### src/rtl/otp_guard_pkg.sv
package otp_guard_pkg;

  localparam int LOCK_W = 2;

  typedef enum logic [1:0] {
    LVL0 = 2'd0,
    LVL1 = 2'd1,
    LVL2 = 2'd2,
    LVL3 = 2'd3
  } level_e;

  typedef enum logic [2:0] {
    OP_PROG_BYTE = 3'd0,
    OP_READ_BYTE = 3'd1,
    OP_PROG_LOCK = 3'd2,
    OP_READ_LOCK = 3'd3,
    OP_READ_VER  = 3'd4
  } prog_op_e;

  // control -> datapath strobes
  typedef struct packed {
    logic ldMem;
    logic ldLock;
    logic ldVer;
    logic ldBlank;
    logic tblPass;
    logic tblBlank;
    logic wrCell;
    logic grant;
    logic deny;
    logic viol;
    logic extExec;
  } strobe_t;

  // all-ones lock means unprotected; each cleared bit adds protection
  function automatic level_e lockToLevel(input logic [LOCK_W-1:0] lk);
    return level_e'(~lk);
  endfunction

endpackage

### src/rtl/otp_guard_ctrl.sv
module otp_guard_ctrl
  import otp_guard_pkg::*;
(
  input  logic              clk,
  input  logic              rstN,
  input  logic [LOCK_W-1:0] lockInit,
  input  logic              extPin,
  input  logic              jumpAbove,
  input  logic              progReq,
  input  logic [2:0]        progOp,
  input  logic              modeTwo,
  input  logic [LOCK_W-1:0] lockMask,
  input  logic              tblReq,
  input  logic              tblFromExt,
  output level_e            levelQ,
  output logic [LOCK_W-1:0] lockQ,
  output strobe_t           strobe
);

  logic   pinLatchQ;
  logic   pinEff;
  logic   lockWr;
  logic   readOk;
  logic   tblRefused;
  logic   readRefused;
  level_e levelNext;

  assign levelNext = lockToLevel(lockQ);

  // lock field, decoded level and pin capture: all loaded during reset
  always_ff @(posedge clk) begin
    if (!rstN) begin
      lockQ     <= lockInit;
      levelQ    <= lockToLevel(lockInit);
      pinLatchQ <= extPin;
    end else begin
      if (lockWr) begin
        lockQ <= lockQ & lockMask;
      end
      levelQ <= levelNext;
    end
  end

  // at level 0 the pin is live; above it the reset-time capture rules
  assign pinEff = (levelQ == LVL0) ? extPin : pinLatchQ;

  // a read-byte request uses verification mode 2 only at level 1
  always_comb begin
    unique case (levelQ)
      LVL0:    readOk = 1'b1;
      LVL1:    readOk = modeTwo;
      default: readOk = 1'b0;
    endcase
  end

  assign tblRefused = tblReq && tblFromExt && (levelQ != LVL0);
  assign lockWr     = progReq && (progOp == OP_PROG_LOCK);

  always_comb begin
    strobe      = '0;
    readRefused = 1'b0;
    if (progReq) begin
      case (progOp)
        OP_PROG_BYTE: begin
          if (levelQ == LVL0) begin
            strobe.wrCell = 1'b1;
            strobe.grant  = 1'b1;
          end else begin
            strobe.deny = 1'b1;
          end
        end
        OP_READ_BYTE: begin
          if (readOk) begin
            strobe.ldMem = 1'b1;
            strobe.grant = 1'b1;
          end else begin
            strobe.ldBlank = 1'b1;
            strobe.deny    = 1'b1;
            readRefused    = 1'b1;
          end
        end
        OP_PROG_LOCK: strobe.grant = 1'b1;
        OP_READ_LOCK: begin
          strobe.ldLock = 1'b1;
          strobe.grant  = 1'b1;
        end
        OP_READ_VER: begin
          strobe.ldVer = 1'b1;
          strobe.grant = 1'b1;
        end
        default: strobe.deny = 1'b1;
      endcase
    end
    if (tblReq) begin
      strobe.tblBlank = tblRefused;
      strobe.tblPass  = !tblRefused;
    end
    strobe.viol    = tblRefused || readRefused;
    strobe.extExec = jumpAbove || (!pinEff && (levelQ != LVL3));
  end

  // protection never falls back while running
  assert_level_monotonic_R9: assert property (@(posedge clk) disable iff (!rstN)
    $past(rstN) |-> (levelQ >= $past(levelQ)));

  // no lock bit returns from 0 to 1
  assert_lock_clear_only_R9: assert property (@(posedge clk) disable iff (!rstN)
    $past(rstN) |-> ((lockQ & ~$past(lockQ)) == '0));

endmodule

### src/rtl/otp_guard_dp.sv
module otp_guard_dp
  import otp_guard_pkg::*;
#(
  parameter int              DATA_W       = 8,
  parameter logic [DATA_W-1:0] VERSION_BYTE = 8'hA5,
  parameter logic [DATA_W-1:0] BLANK        = 8'hFF
) (
  input  logic              clk,
  input  logic              rstN,
  input  strobe_t           strobe,
  input  logic [DATA_W-1:0] memData,
  input  logic [LOCK_W-1:0] lockQ,
  output logic [DATA_W-1:0] rdData,
  output logic [DATA_W-1:0] tblData,
  output logic              progGrant,
  output logic              progDeny,
  output logic              cellWrEn,
  output logic              violation,
  output logic              extExec
);

  localparam int PAD_W = DATA_W - LOCK_W;

  logic [DATA_W-1:0] lockByte;
  assign lockByte = {{PAD_W{1'b0}}, lockQ};

  always_ff @(posedge clk) begin
    if (!rstN) begin
      rdData  <= BLANK;
      tblData <= BLANK;
    end else begin
      if (strobe.ldMem)        rdData <= memData;
      else if (strobe.ldLock)  rdData <= lockByte;
      else if (strobe.ldVer)   rdData <= VERSION_BYTE;
      else if (strobe.ldBlank) rdData <= BLANK;
      if (strobe.tblPass)       tblData <= memData;
      else if (strobe.tblBlank) tblData <= BLANK;
    end
  end

  always_ff @(posedge clk) begin
    if (!rstN) begin
      progGrant <= 1'b0;
      progDeny  <= 1'b0;
      cellWrEn  <= 1'b0;
      violation <= 1'b0;
      extExec   <= 1'b0;
    end else begin
      progGrant <= strobe.grant;
      progDeny  <= strobe.deny;
      cellWrEn  <= strobe.wrCell;
      violation <= strobe.viol;
      extExec   <= strobe.extExec;
    end
  end

  // an operation is either accepted or refused, never both
  assert_grant_xor_deny_R10: assert property (@(posedge clk) disable iff (!rstN)
    $onehot0({progGrant, progDeny}));

  // a cell write is always part of a grant
  assert_write_granted_R5: assert property (@(posedge clk) disable iff (!rstN)
    cellWrEn |-> progGrant);

endmodule

### src/rtl/otp_guard.sv
module otp_guard
  import otp_guard_pkg::*;
#(
  parameter int              DATA_W       = 8,
  parameter logic [DATA_W-1:0] VERSION_BYTE = 8'hA5
) (
  input  logic              clk,
  input  logic              rstN,
  input  logic [1:0]        lockInit,
  input  logic              extPin,
  input  logic              jumpAbove,
  input  logic              progReq,
  input  logic [2:0]        progOp,
  input  logic              modeTwo,
  input  logic [DATA_W-1:0] progData,
  input  logic              tblReq,
  input  logic              tblFromExt,
  input  logic [DATA_W-1:0] memData,
  output logic [1:0]        level,
  output logic              progGrant,
  output logic              progDeny,
  output logic              cellWrEn,
  output logic [DATA_W-1:0] rdData,
  output logic [DATA_W-1:0] tblData,
  output logic              violation,
  output logic              extExec
);

  localparam logic [DATA_W-1:0] BLANK = '1;

  level_e            levelQ;
  logic [LOCK_W-1:0] lockQ;
  strobe_t           strobe;

  otp_guard_ctrl u_ctrl (
    .clk        (clk),
    .rstN       (rstN),
    .lockInit   (lockInit),
    .extPin     (extPin),
    .jumpAbove  (jumpAbove),
    .progReq    (progReq),
    .progOp     (progOp),
    .modeTwo    (modeTwo),
    .lockMask   (progData[LOCK_W-1:0]),
    .tblReq     (tblReq),
    .tblFromExt (tblFromExt),
    .levelQ     (levelQ),
    .lockQ      (lockQ),
    .strobe     (strobe)
  );

  otp_guard_dp #(
    .DATA_W       (DATA_W),
    .VERSION_BYTE (VERSION_BYTE),
    .BLANK        (BLANK)
  ) u_dp (
    .clk       (clk),
    .rstN      (rstN),
    .strobe    (strobe),
    .memData   (memData),
    .lockQ     (lockQ),
    .rdData    (rdData),
    .tblData   (tblData),
    .progGrant (progGrant),
    .progDeny  (progDeny),
    .cellWrEn  (cellWrEn),
    .violation (violation),
    .extExec   (extExec)
  );

  assign level = levelQ;

  assert_tbl_blank_R4: assert property (@(posedge clk) disable iff (!rstN)
    (tblReq && tblFromExt && (level != 2'd0)) |=> ((tblData == BLANK) && violation));

  assert_prog_refused_R5: assert property (@(posedge clk) disable iff (!rstN)
    (progReq && (progOp == 3'd0) && (level != 2'd0)) |=> (!cellWrEn && progDeny));

  assert_ext_blocked_R7: assert property (@(posedge clk) disable iff (!rstN)
    ((level == 2'd3) && !jumpAbove) |=> !extExec);

  assert_read_refused_R6: assert property (@(posedge clk) disable iff (!rstN)
    (progReq && (progOp == 3'd1) && (level >= 2'd2)) |=> ((rdData == BLANK) && violation));

endmodule

### config.mk
export PLATFORM = sky130hd
export DESIGN_NAME = otp_guard
export DESIGN_NICKNAME = d
export VERILOG_FILES = /design/src/rtl/otp_guard_pkg.sv /design/src/rtl/otp_guard_ctrl.sv /design/src/rtl/otp_guard_dp.sv /design/src/rtl/otp_guard.sv
export SDC_FILE = /design/constraint.sdc
export NUM_CORES = 1
export LEC_CHECK = 0
export ABC_CLOCK_PERIOD_IN_PS = 1420
export BUFFER_PORTS_ARGS = -buffer_cell sky130_fd_sc_hd__buf_2
export CORE_ASPECT_RATIO = 0.9
export CORE_MARGIN = 3
export CORE_UTILIZATION = 44
export CTS_CLUSTER_DIAMETER = 100
export DETAILED_ROUTE_END_ITERATION = 10
export PLACE_DENSITY = 0.77
export SLEW_MARGIN = 10
export SYNTH_ARGS = -nofsm -noshare
export SYNTH_HDL_FRONTEND = slang
export SYNTH_SLANG_ARGS = --single-unit
export TNS_END_PERCENT = 100
### constraint.sdc
create_clock -name clk -period 1.42 [get_ports clk]
set_input_delay 0.071 -clock clk [delete_from_list [all_inputs] [get_ports clk]]
set_output_delay 0.071 -clock clk [all_outputs]
set_load 0.01 [all_outputs]
==> metrics.md <==
| Metric | Value |
|---|---|
| Hold Path End | u_dp.tblData[4] |
| Number of fill cells | 190 |
| Layout area overhead | 36.6% |
| Area leader, netlist | dfxtp_1 |
| Synth Warn # | 0 |
| Status | finished clean |
| Crit Reg-Reg Startpoint | u_ctrl.levelQ[1] |
| Gate count after technology mapping | 110 |
| Post-synth top area share | between 40% and 50% |
| Area of the multi-input gates | between 400 and 500 sq um |
| Fin nets | slightly below 200 |
| Fin Hold WS | between 15 and 20 ps |
| Worst Min Path Start | rstN |
| Clock Tree Root | clkbuf_4 |
| Htree depth | 1 |
| FF-to-FF setup slack | around 160 ps |
| Synth cell count leaders | dfxtp_1 (23), nand2_1 (16), o22ai_1 (8) |
| DR pass1 iterations | 4 |
| PwrDens | roughly 960 nW/um^2 |
| FMAX | just under 800 MHz |
| Relative slew slack | 74.9% |
| Top Ports | 52 |
| Worst-path clk slew | 140 ps |
| Max cap viols | 0 |
| Hold depth | 2 |
| Gpl congestion | 0.713 |
| Initial DRC count | 19 |
| Synth unique cells | 35 |
| CP Capture Type | register |
| IO buf count | 45 |
| Asr flop ratio synth | 0% |
| Lkg Pwr | 0.633 nW |
| Post-route DRC | 0 |
| Final setup viols | 0 |
| Via Count | 1,020 |
| Die width | between 50 and 60 um |
| Minimum clock period | about 1300 ps |
| Clock buffer count from CTS | 3 |
| First-pass GRT wire length | 4420 um |
| EDFF count, synth | 3 |
| Die Ht | between 50 and 60 um |
| Antenna Cells | 0 |
| Antenna Nets Post-Route | 0 |
| Setup_tns | 0 ps |
| Via density | around 5.3 |
| Area after DPL | between 1000 and 1500 sq um |
| Per-cell routed wire length | 14.0 um |
| Main synth FF type | dfxtp_1 |
| Syn avg cell area | approximately 10 sq um |
| Clock sinks | 26 |
| WP data arrival | between 1000 and 1500 ps |
| R2r endpoint | u_dp.rdData[1] |
| Share of layout cells above drive strength 1 | a little over a third |
| RSZ-0062 raised after global routing | false |
| CTS tree | done |
| Max clock buf depth | 2 |
| Syn_nets | around 140 |
| Core area | roughly 2200 sq um |
| Core Rows | 16 |
| Fin. max-slew vios | 0 |
| Largest net degree at the start of global routing | 15 |
| Cell depth of the worst flop-to-flop path | 3 |
| Seq. cell area | about 550 sq um |
| Antenna violations before repair | 0 |
| Tot GR Track Use | 19.0% |
| Peak VDD IR | 0.754 mV |
| Full die area | 3070 sq um |
| Placed wire-length estimate | between 2000 and 2500 um |
| Cell area after layout | about 1500 sq um |
| Worst slew pin tran | around 380 ps |
| Initial Util | a little under half |
| Cell area after synthesis | between 1000 and 1500 sq um |
| Clock latency on the worst-skew pair | 320 ps |
| WP data required | approximately 1600 ps |
| Sequential share of the synthesized area | 51.3% |
| Final Hold Fails | 0 |
| Crit Path Max Fanout | 10 |
| WS Path Type | reg2reg |
| Count leader, synth | dfxtp_1 |
| Vias in the first global route | 960 |
| Final WL | 2720 um |
| FF+latch count, synth | 26 |
| Post-CTS Setup Bufs | 0 |
| Period utilisation layout | between 80 and 90% |
| GR Overflow Total | 0 |
| Clock skew | 9.64 ps |
| Min-delay worst type | in2reg |
| Synth area leaders | dfxtp_1 (43%), edfxtp_1 (8.4%), nand2_1 (5.6%), o22ai_1 (4.7%), a2bb2oi_1 (3.3%) |
| Critical path startpoint category | register |
## registers in the layout, summed over array words and instances (netlist names)
signal and count:
u_dp.progDeny 1, u_dp.progGrant 1, u_ctrl.levelQ 2, u_dp.rdData 8
u_ctrl.lockQ 2, u_ctrl.pinLatchQ 1, u_dp.violation 1, u_dp.tblData 8
u_dp.cellWrEn 1, u_dp.extExec 1
## repair_timing
action	4_1_cts	5_1_grt
hold buffers	11	1
resized for setup	0	0
hold endpoints to repair	13	1
## worst max-delay path by stage
stage,startpoint,endpoint,slack (ps),depth (start not counted)
after floorplan,u_ctrl.levelQ[0],u_dp.rdData[1],160,4
after global placement,u_ctrl.levelQ[1],u_dp.rdData[1],190,3
after detailed placement,u_ctrl.levelQ[1],u_dp.rdData[1],190,3
after CTS,u_ctrl.levelQ[1],u_dp.rdData[1],160,3
after global routing,u_ctrl.levelQ[1],u_dp.tblData[1],60,4
final,u_ctrl.levelQ[1],u_dp.rdData[1],160,3
## layout by cell type (no fill, tap or decap), types with 2 or more instances in the layout
cell type and instances:
dlygate4sd3_1 12, edfxtp_1 3, and2b_4 2, nor2_1 3, o22ai_1 8, dfxtp_1 23
buf_2 45, o21ai_0 4, nand2_1 16, o21ai_1 2, buf_4 2, clkbuf_4 3
nand3_1 2, mux2i_1 3, a2bb2oi_1 4, inv_1 5, o21bai_1 4, a21oi_1 6
## power by group
part | switching, W | internal [W]
clock network | 0.000215 | 0.000103
logic | 0.000137 | 0.000132
registers | 0.0000281 | 0.000788
total | 0.000379 | 0.00102
## metrics by stage
stage	instances	util, %	total power (W)	worst slack [ps]
floorplan	110	-	0.000970	156
global placement	178	58.8	0.00106	189
detailed placement	178	58.8	0.00107	187
CTS	193	64.9	0.00141	162
global route	194	65.3	0.00148	56.3
finish	194	65.3	0.00140	163
## layout make-up
type                       instances  share of cell area [%]
clock buffer                       3                    1.54
clock inverter                     1                   0.256
tap                               27                    2.31
sequential                        26                    37.6
multi-input combinational         73                    32.5
timing repair buffer              59                    24.6
inverter                           5                    1.28
## critical path, stage by stage (launching register included)
cell	delay, ps
dfxtp_1	570
nor4_4	110
a32o_1	210
o32a_1	280
## cell families after synthesis
| family | count (synthesis) | synth area share (%) |
|---|---|---|
| AND/OR/NAND/NOR | 34 | 18.8 |
| flip-flops | 26 | 51.3 |
| AO/OA/AOI/OAI | 36 | 22.8 |
| buffers and inverters | 11 | 4.32 |
| multiplexers | 3 | 2.80 |
## per-layer routing
metal  share of wire (%)  wire (um)  global-route usage [%]  vias to the layer above
met2                  49       1340                    32.5                       28
met3                 6.1        165                    5.17                        2
met5                   0          0                       0                        -
li1                    -          -                       -                      512
met1                  44       1200                    23.6                      478
met4                0.62         17                    4.63                        0
(Power assumes the default switching activity.)
